### config.mk
export PLATFORM = sky130hd
export DESIGN_NAME = ecc_regfile
export DESIGN_NICKNAME = d
export VERILOG_FILES = /design/src/rtl/ecc_rf_pkg.sv /design/src/rtl/ecc_rf_enc.sv /design/src/rtl/ecc_rf_dec.sv /design/src/rtl/ecc_rf_rdport.sv /design/src/rtl/ecc_rf_injctl.sv /design/src/rtl/ecc_regfile.sv
export SDC_FILE = /design/constraint.sdc
export NUM_CORES = 2
export LEC_CHECK = 0
export BUFFER_PORTS_ARGS = -buffer_cell sky130_fd_sc_hd__buf_2
export CAP_MARGIN = 40
export CELL_PAD_IN_SITES_DETAIL_PLACEMENT = 1
export CELL_PAD_IN_SITES_GLOBAL_PLACEMENT = 2
export CORE_UTILIZATION = 47
export DETAILED_ROUTE_END_ITERATION = 10
export GPL_TIMING_DRIVEN = 1
export PLACE_DENSITY = 0.79
export SLEW_MARGIN = 15
export SYNTH_ARGS = -nofsm -noshare
export SYNTH_HDL_FRONTEND = slang
export SYNTH_SLANG_ARGS = --single-unit
export TNS_END_PERCENT = 30
### constraint.sdc
create_clock -name clk -period 6.6 [get_ports clk]
set_input_delay 0.33 -clock clk [delete_from_list [all_inputs] [get_ports clk]]
set_output_delay 0.33 -clock clk [all_outputs]
set_load 0.02 [all_outputs]
### src/rtl/ecc_rf_pkg.sv
package ecc_rf_pkg;

   typedef enum logic [1:0] {
      INJ_OFF = 2'b00,
      INJ_ONE = 2'b01,
      INJ_TWO = 2'b10,
      INJ_RSV = 2'b11
   } inj_mode_e;

   // Number of Hamming bits needed to cover d data bits.
   function automatic int hamm_bits(input int d);
      int r;
      r = 0;
      for (int k = 0; k < 16; k++) begin
         if ((1 << r) < d + r + 1) r++;
      end
      return r;
   endfunction

   // One-based codeword position of data bit i (powers of two are check bits).
   function automatic int data_pos(input int i);
      int cnt;
      cnt = -1;
      for (int k = 1; k < 1024; k++) begin
         if ((k & (k - 1)) != 0) begin
            cnt++;
            if (cnt == i) return k;
         end
      end
      return 0;
   endfunction

endpackage

### src/rtl/ecc_rf_enc.sv
module ecc_rf_enc
   import ecc_rf_pkg::*;
#(
   parameter int DATA_W = 32,
   localparam int HB_W  = hamm_bits(DATA_W)
) (
   input  logic [DATA_W-1:0] data_i,
   output logic [HB_W-1:0]   hamm_o,
   output logic              par_o
);

   function automatic logic [DATA_W-1:0] cover_mask(input int j);
      logic [DATA_W-1:0] m;
      m = '0;
      for (int i = 0; i < DATA_W; i++) begin
         if (((data_pos(i) >> j) & 1) != 0) m[i] = 1'b1;
      end
      return m;
   endfunction

   for (genvar j = 0; j < HB_W; j++) begin : g_hamm
      localparam logic [DATA_W-1:0] COVER = cover_mask(j);
      assign hamm_o[j] = ^(data_i & COVER);
   end

   assign par_o = (^data_i) ^ (^hamm_o);

endmodule

### src/rtl/ecc_rf_dec.sv
module ecc_rf_dec
   import ecc_rf_pkg::*;
#(
   parameter int DATA_W = 32,
   localparam int HB_W  = hamm_bits(DATA_W)
) (
   input  logic [DATA_W-1:0] data_i,
   input  logic [HB_W-1:0]   hamm_i,
   input  logic              par_i,
   output logic [DATA_W-1:0] data_o,
   output logic              ce_o,
   output logic              ue_o
);

   logic [HB_W-1:0]   hamm_re;
   logic              par_re;
   logic [HB_W-1:0]   syndrome;
   logic              odd;
   logic [DATA_W-1:0] fix;

   ecc_rf_enc #(.DATA_W(DATA_W)) u_re (
      .data_i (data_i),
      .hamm_o (hamm_re),
      .par_o  (par_re)
   );

   assign syndrome = hamm_i ^ hamm_re;
   // overall parity of the received codeword
   assign odd      = par_i ^ par_re ^ (^syndrome);
   assign ce_o     = odd;
   assign ue_o     = !odd && (syndrome != '0);

   for (genvar i = 0; i < DATA_W; i++) begin : g_fix
      localparam logic [HB_W-1:0] POS = HB_W'(data_pos(i));
      assign fix[i] = odd && (syndrome == POS);
   end

   assign data_o = data_i ^ fix;

endmodule

### src/rtl/ecc_rf_rdport.sv
module ecc_rf_rdport
   import ecc_rf_pkg::*;
#(
   parameter int DATA_W = 32,
   localparam int HB_W  = hamm_bits(DATA_W),
   localparam int CW_W  = DATA_W + HB_W + 1
) (
   input  logic              clk,
   input  logic              rst_n,
   input  logic              en_i,
   input  logic              zero_i,
   input  logic [CW_W-1:0]   word_i,
   output logic [DATA_W-1:0] data_o,
   output logic              valid_o,
   output logic              ce_o,
   output logic              ue_o
);

   logic [DATA_W-1:0] dec_data;
   logic              dec_ce;
   logic              dec_ue;

   ecc_rf_dec #(.DATA_W(DATA_W)) u_dec (
      .data_i (word_i[DATA_W-1:0]),
      .hamm_i (word_i[DATA_W +: HB_W]),
      .par_i  (word_i[CW_W-1]),
      .data_o (dec_data),
      .ce_o   (dec_ce),
      .ue_o   (dec_ue)
   );

   always_ff @(posedge clk) begin
      if (!rst_n) begin
         data_o  <= '0;
         valid_o <= 1'b0;
         ce_o    <= 1'b0;
         ue_o    <= 1'b0;
      end else begin
         valid_o <= en_i;
         ce_o    <= en_i && !zero_i && dec_ce;
         ue_o    <= en_i && !zero_i && dec_ue;
         if (en_i) data_o <= zero_i ? '0 : dec_data;
      end
   end

endmodule

### src/rtl/ecc_rf_injctl.sv
module ecc_rf_injctl
   import ecc_rf_pkg::*;
(
   input  logic       clk,
   input  logic       rst_n,
   input  logic       ctl_we_i,
   input  logic [1:0] ctl_mode_i,
   input  logic       wr_hit_i,
   output logic [1:0] mode_o,
   output logic [1:0] flip_o
);

   inj_mode_e mode_q;
   logic      consume;

   always_comb begin
      unique case (mode_q)
         INJ_ONE: flip_o = 2'b01;
         INJ_TWO: flip_o = 2'b11;
         default: flip_o = 2'b00;
      endcase
   end

   assign consume = wr_hit_i && (flip_o != 2'b00);

   always_ff @(posedge clk) begin
      if (!rst_n)        mode_q <= INJ_OFF;
      else if (ctl_we_i) mode_q <= inj_mode_e'(ctl_mode_i);
      else if (consume)  mode_q <= INJ_OFF;
   end

   assign mode_o = mode_q;

endmodule

### src/rtl/ecc_regfile.sv
module ecc_regfile
   import ecc_rf_pkg::*;
#(
   parameter int DATA_W = 32,
   parameter int DEPTH  = 32,
   localparam int ADDR_W = $clog2(DEPTH),
   localparam int HB_W   = hamm_bits(DATA_W),
   localparam int CW_W   = DATA_W + HB_W + 1
) (
   input  logic              clk,
   input  logic              rst_n,
   input  logic              wr_en,
   input  logic [ADDR_W-1:0] wr_addr,
   input  logic [DATA_W-1:0] wr_data,
   input  logic              inj_we,
   input  logic [1:0]        inj_mode_in,
   output logic [1:0]        inj_mode,
   input  logic              ra_en,
   input  logic [ADDR_W-1:0] ra_addr,
   output logic [DATA_W-1:0] ra_data,
   output logic              ra_valid,
   output logic              ra_ce,
   output logic              ra_ue,
   input  logic              rb_en,
   input  logic [ADDR_W-1:0] rb_addr,
   output logic [DATA_W-1:0] rb_data,
   output logic              rb_valid,
   output logic              rb_ce,
   output logic              rb_ue
);

   if (DATA_W < 2 || DATA_W > 120) begin : g_bad_width
      $error("ecc_regfile: DATA_W must lie in 2..120");
   end
   if (DEPTH < 2 || (1 << ADDR_W) != DEPTH) begin : g_bad_depth
      $error("ecc_regfile: DEPTH must be a power of two of at least 2");
   end

   logic [CW_W-1:0]   mem [DEPTH];
   logic              wr_ok;
   logic [1:0]        flip;
   logic [HB_W-1:0]   enc_hamm;
   logic              enc_par;
   logic [DATA_W-1:0] store_data;

   assign wr_ok = wr_en && (wr_addr != '0);

   ecc_rf_injctl u_inj (
      .clk        (clk),
      .rst_n      (rst_n),
      .ctl_we_i   (inj_we),
      .ctl_mode_i (inj_mode_in),
      .wr_hit_i   (wr_ok),
      .mode_o     (inj_mode),
      .flip_o     (flip)
   );

   // check bits always come from the clean data; injection corrupts the stored data
   ecc_rf_enc #(.DATA_W(DATA_W)) u_enc (
      .data_i (wr_data),
      .hamm_o (enc_hamm),
      .par_o  (enc_par)
   );

   assign store_data = wr_data ^ {{(DATA_W-2){1'b0}}, flip};

   always_ff @(posedge clk) begin
      if (!rst_n) begin
         for (int r = 0; r < DEPTH; r++) mem[r] <= '0;
      end else if (wr_ok) begin
         mem[wr_addr] <= {enc_par, enc_hamm, store_data};
      end
   end

   ecc_rf_rdport #(.DATA_W(DATA_W)) u_rda (
      .clk     (clk),
      .rst_n   (rst_n),
      .en_i    (ra_en),
      .zero_i  (ra_addr == '0),
      .word_i  (mem[ra_addr]),
      .data_o  (ra_data),
      .valid_o (ra_valid),
      .ce_o    (ra_ce),
      .ue_o    (ra_ue)
   );

   ecc_rf_rdport #(.DATA_W(DATA_W)) u_rdb (
      .clk     (clk),
      .rst_n   (rst_n),
      .en_i    (rb_en),
      .zero_i  (rb_addr == '0),
      .word_i  (mem[rb_addr]),
      .data_o  (rb_data),
      .valid_o (rb_valid),
      .ce_o    (rb_ce),
      .ue_o    (rb_ue)
   );

endmodule

Yosys cells after proc, flatten, opt, wreduce, memory -nomap -nowiden
Memory sizes are Yosys's and may differ from the RTL's.
Index checks and enable logic that the tools add are counted.
{ "classes": {"n_bitwise": 12, "reduce_logical": 112, "muxes": 12, "n_eq_ne": 66} }
{ "op_table": {"columns": ["op", "count"], "rows": [
  ["$reduce_xor A32 Y1", 21],
  ["$eq A6 B5 Y1 const B", 30],
  ["$eq A6 B4 Y1 const B", 14],
  ["$logic_and A1 B1 Y1", 74],
  ["$eq A6 B6 Y1 const B", 12],
  ["$mux W32", 2],
  ["$xor A32 B32 Y32", 2],
  ["$mux W39", 1],
  ["$reduce_or A39 Y1", 1],
  ["$eq A6 B3 Y1 const B", 6],
  ["$xor A32 B2 Y32", 1],
  ["$reduce_xor A6 Y1", 5],
  ["$eq A6 B2 Y1 const B", 2],
  ["$reduce_bool A6 Y1", 2],
  ["$xor A6 B6 Y6", 2],
  ["$logic_not A5 Y1", 2],
  ["$xor A1 B1 Y1", 7],
  ["$mux W1", 5],
  ["$mux W5", 1],
  ["$reduce_bool A5 Y1", 1],
  ["$logic_not A1 Y1", 4],
  ["$mux W2", 2],
  ["$pmux W2 S2", 1],
  ["$reduce_bool A2 Y1", 2],
  ["2 further kinds", 2]
]} }
{ "totals": {"n_memories": 1, "out_inout_bits": 72, "input_bits": 55, "wordCells": 212, "register_bits": 72, "mem_bits_rw": 1248} }
{ "memory_table": {"columns": ["memory", "depth", "width", "rd", "rd_clocked_by_memory_dff", "write_ports", "line_no", "rtl"], "rows": [
  ["mem", 32, 39, 2, 0, 32, "ecc_regfile.sv:39", "logic [CW_W-1:0] mem [DEPTH];"]
]} }

Logic depth before layout (Yosys ltp)
An unclocked memory read counts as a cell.
{ "logic_depth": {"word_depth": 9, "depth_mapped": 28, "mapped_depth_nobuf": 18} }

Cells and area by module
Synthesis repeated with hierarchy kept, for this count alone.
{ "hier_totals": {"cells_unflattened": 5018, "area_unflattened_um2": 71755.1} }
{ "modules_own_cells": {"columns": ["mod", "n_inst", "cells_per_inst", "area_each_um2"], "rows": [
  ["ecc_regfile", 1, 4328, 65178.8],
  ["ecc_rf_rdport", 2, 149, 1453.9],
  ["ecc_rf_enc", 3, 58, 676.9],
  ["ecc_rf_dec", 2, 103, 767.0],
  ["ecc_rf_injctl", 1, 12, 103.8]
]} }

Worst setup path before layout
Ideal clock, no wire load.
{ "synth_timing": {"kind": "in2reg", "start": "input rb_addr[0]", "end": "register u_rdb.data_o[19]", "arrival_ps": 5570, "cell_stages": 25, "setup_slack_ps": 913, "path_buffers": 10, "cell_sequence": "buf_6 -> buf_8 -> buf_6 -> buf_6 -> buf_6 -> buf_6 -> buf_6 -> buf_2 -> buf_2 -> mux4_2 -> o21ai_0 -> a21oi_1 -> a21oi_1 -> xor2_1 -> xnor2_1 -> xnor2_1 -> ha_1 -> xnor2_1 -> xnor3_1 -> xnor2_1 -> xor3_2 -> or3b_1 -> buf_2 -> or3_1 -> a32o_1"} }
{ "synth_via": {"elab_chain_len": 9, "elab_cells_between_ends": 19} }
{ "synth_rtl": {"columns": ["element", "line_no", "rtl"], "rows": [
  ["start, declared", "ecc_regfile.sv:25", "input logic [ADDR_W-1:0] rb_addr,"],
  ["$mem_v2 Z32 W39", null, null],
  ["$reduce_xor A32 Y1", "ecc_rf_enc.sv:23", "assign hamm_o[j] = ^(data_i & COVER);"],
  ["$reduce_xor A6 Y1", "ecc_rf_enc.sv:26", "assign par_o = (^data_i) ^ (^hamm_o);"],
  ["$xor A1 B1 Y1", "ecc_rf_enc.sv:26", null],
  ["$xor A1 B1 Y1 (2 in a row)", "ecc_rf_dec.sv:29", "assign odd = par_i ^ par_re ^ (^syndrome);"],
  ["$logic_and A1 B1 Y1", "ecc_rf_dec.sv:35", "assign fix[i] = odd && (syndrome == POS);"],
  ["$xor A32 B32 Y32", "ecc_rf_dec.sv:38", "assign data_o = data_i ^ fix;"],
  ["$mux W32 (*)", "ecc_rf_rdport.sv:42", "if (en_i) data_o <= zero_i ? '0 : dec_data;"],
  ["end signal, assigned", "ecc_rf_rdport.sv:42", null],
  ["end, declared", "ecc_rf_rdport.sv:13", "output logic [DATA_W-1:0] data_o,"]
]} }
Every way passes the cells marked *; elsewhere a longest branch is shown, timed or not.
A chain may end at the register's enable or synchronous reset.

==> results.toml <==
[outcome]
status = "finished clean"

[power]
p_seq_share_pct = 39.7
switchingPower_mw = 8.258
vdd_drop_max_v = 0.0003491
p_clk_share_pct = 33.2
powerDensity_mw_per_mm2 = 315.3
swShare_pct = 32.79
totalPowerFinal_mw = 25.19
p_int_mw = 16.93
power_frac_comb_pct = 27.1
p_leak_nw = 30.85

[yosys]
syn-cell-area_mm2 = 0.07156
async_flop_share_pct = 0
syn-mean-instance-area_um2 = 14.64
synth_cells = 4888
synth_top_flop_cell = "edfxtp_1"
synth-seq-cells = 1320
synth_enable_flop_cells = 1248
yosys_warnings = 0
synth_cell_types = 77
ys_seq_area_share_pct = 54.38

[job]
drv_cap = 0

[place]
io_buffers = 126
placed_cell_area_mm2 = 0.07497
dp_slack_ns = 0.3299
dp_cells = 6748
dp_hpwl_um = 173500
gp_congestion = 0.9228

[detailed_routing]
wl_per_cell_um = 39.55
routed_wl_um = 278500
drc = 0
drt_iter0_drc = 6819
vias_per_cell = 7.036
vias = 49540
ant_nets = 0
drtPass1Iterations = 5

[critical_path]
end_kind = "register"
critPathLaunchType = "register"
path_class = "register to register"
crit_chain = "mux4_4, mux4_2, o22ai_2, xnor2_1, buf_4, xor2_1, xnor2_1, xnor2_1, xor2_1, ha_1, xnor2_1, xnor3_1, xnor2_1, xor3_2, or3b_1, or3_1, a32o_1"
critPathRequiredTime_ns = 7.28
cp_common_cell = "xnor2_1"
cpPeakStageDelay_ns = 0.60
path_buf_inv = 1
startpoint = "mem[16][15]"
critical_path.slowest_cell = "mux4_4"
worst-path-max-fanout = 10
r2r-start = "mem[16][15]"
cp.arrival_ns = 6.40
critPathTopFamily = "XOR/XNOR gates"

[cts]
ctsResizeCount = 0
cts_hold_buf = 7
cts_made_buffers = 151
cts.clk_slew.worst_paths_ns = 0.06
cts_root_buffer = "clkbuf_16"
cts_htree_levels = 4
postCtsSetupRepairBufs = 0
clockBufferDepth = 3
tritoncts = "yes"
clkSinkCount = 1320
insertion_delay_ns = 0.81

[grt]
antenna_found_initial = 16
grt_overflow = 0
grt_max_degree = 216
grt_use_total_pct = 36.40
grt_pass1_wl_um = 390800
grt_pass1_vias = 50300

[hold_path]
hp-start = "wr_data[3]"
hp-class = "primary input to register"

[timing]
hold_viol_final = 0
max_freq_ghz = 0.1749
rsz0062_at_grt = "false"
period_share_pct = 86.61
finClkSkew_ns = 0.02870
layout_min_cycle_time_ns = 5.716
whs_ns = 0.1811
slew_violations = 0
setup_ws_ns = 0.8838
slew_headroom_pct = 23.33
tightest_slew_ns = 1.150
fin_tns_setup_ns = 0
finalSetupViolations = 0

[layout]
layout.cells.non_filler = 7040
nets = 4955
area_growth_pct = 11.61
drive_gt1_share_pct = 26.59
fin_area_mm2 = 0.07987
fin_util_pct = 53.07
fillCellCount = 14280

[floorplanning]
fp-row-count = 142
die_height_um = 392.2
core_area_mm2 = 0.1505
start_util_pct = 47.56
die_w_um = 392.2
die_area_mm2 = 0.1538
boundaryPins = 127
==> registers in the layout, summed over array words and instances (netlist names) <==
signal and count:
u_rdb.ue_o 1, u_rda.ue_o 1, u_rda.valid_o 1, u_rdb.data_o 32
u_rdb.ce_o 1, mem 1248, u_rda.data_o 32, u_rdb.valid_o 1
u_inj.mode_o 2, u_rda.ce_o 1
==> power by group through the flow <==
stage	Sequential (mW)	Clock, mW	Combinational, mW
CTS	9.99	8.39	6.75
global placement	10.1	0	6.62
global route	10.0	8.67	7.15
floorplan	10.1	0	4.42
detailed placement	10.2	0	6.71
finish	9.99	8.36	6.83
==> worst paths after layout <==
path / end / slack, ns / cells after the start
max: u_rdb.data_o[19] / 0.88 / 17
min: mem[19][3] / 0.18 / 2
max reg2reg: u_rdb.data_o[19] / 0.88 / 17
min reg2reg: u_rda.data_o[1] / 0.44 / 2
==> cells in the final DEF, fill, tap and decap left out, types with 61 or more instances in the layout <==
master / instances
nand2_1: 152
edfxtp_1: 1248
nor2_1: 374
xor2_1: 61
and3_1: 935
mux2i_1: 188
mux4_2: 621
dfxtp_1: 72
buf_2: 117
clkbuf_16: 159
buf_4: 199
xnor2_1: 160
==> layer usage <==
layer / vias to the layer above / wire length (um) / GRT usage, %
met5: - / 26 / 0
met4: 4 / 15880 / 18.65
met1: 26230 / 104700 / 48.97
met3: 761 / 31070 / 8.230
met2: 3327 / 126700 / 55.59
li1: 19210 / - / -
==> kinds of logic (layout without fill, tap and decap cells) <==
logic type | after synthesis | in the layout | synth area share [%]
and+or+nand+nor | 1581 | 1581 | 11.84
DFF | 1320 | 1320 | 54.38
muxes | 861 | 861 | 23.21
buffers and inverters | 585 | 675 | 3.971
AOI/OAI and AO/OA | 275 | 275 | 2.822
xor gates and xnor gates | 258 | 258 | 3.652
adders and majority gates | 7 | 7 | 0.1224
other | 1 | 47 | 0.005240
==> cell type report <==
type                       instances  area (um2)  share of cell area [%]
inverter                          27       107.6                  0.1347
sequential                      1320       38920                   48.73
antenna                            8       20.02                 0.02506
clock buffer                     200        4156                   5.204
clock inverter                    76       635.6                  0.7958
tap                             2016        2522                   3.158
timing repair buffer             372        3141                   3.932
multi-input combinational       3021       30370                   38.02
==> synth_stat cells, types with 38 or more instances <==
| cell | instances | area, um2 |
|---|---|---|
| clkbuf_1 | 382 | 1434 |
| nor2_1 | 383 | 1438 |
| xor2_1 | 63 | 551.8 |
| edfxtp_1 | 1248 | 37480 |
| a21oi_1 | 38 | 190.2 |
| xnor2_1 | 167 | 1463 |
| and3_1 | 935 | 5849 |
| mux4_2 | 621 | 13990 |
| mux2i_1 | 188 | 1882 |
| buf_2 | 75 | 375.4 |
| dfxtp_1 | 72 | 1441 |
| nand2_1 | 183 | 686.9 |
(Power assumes the default switching activity.)
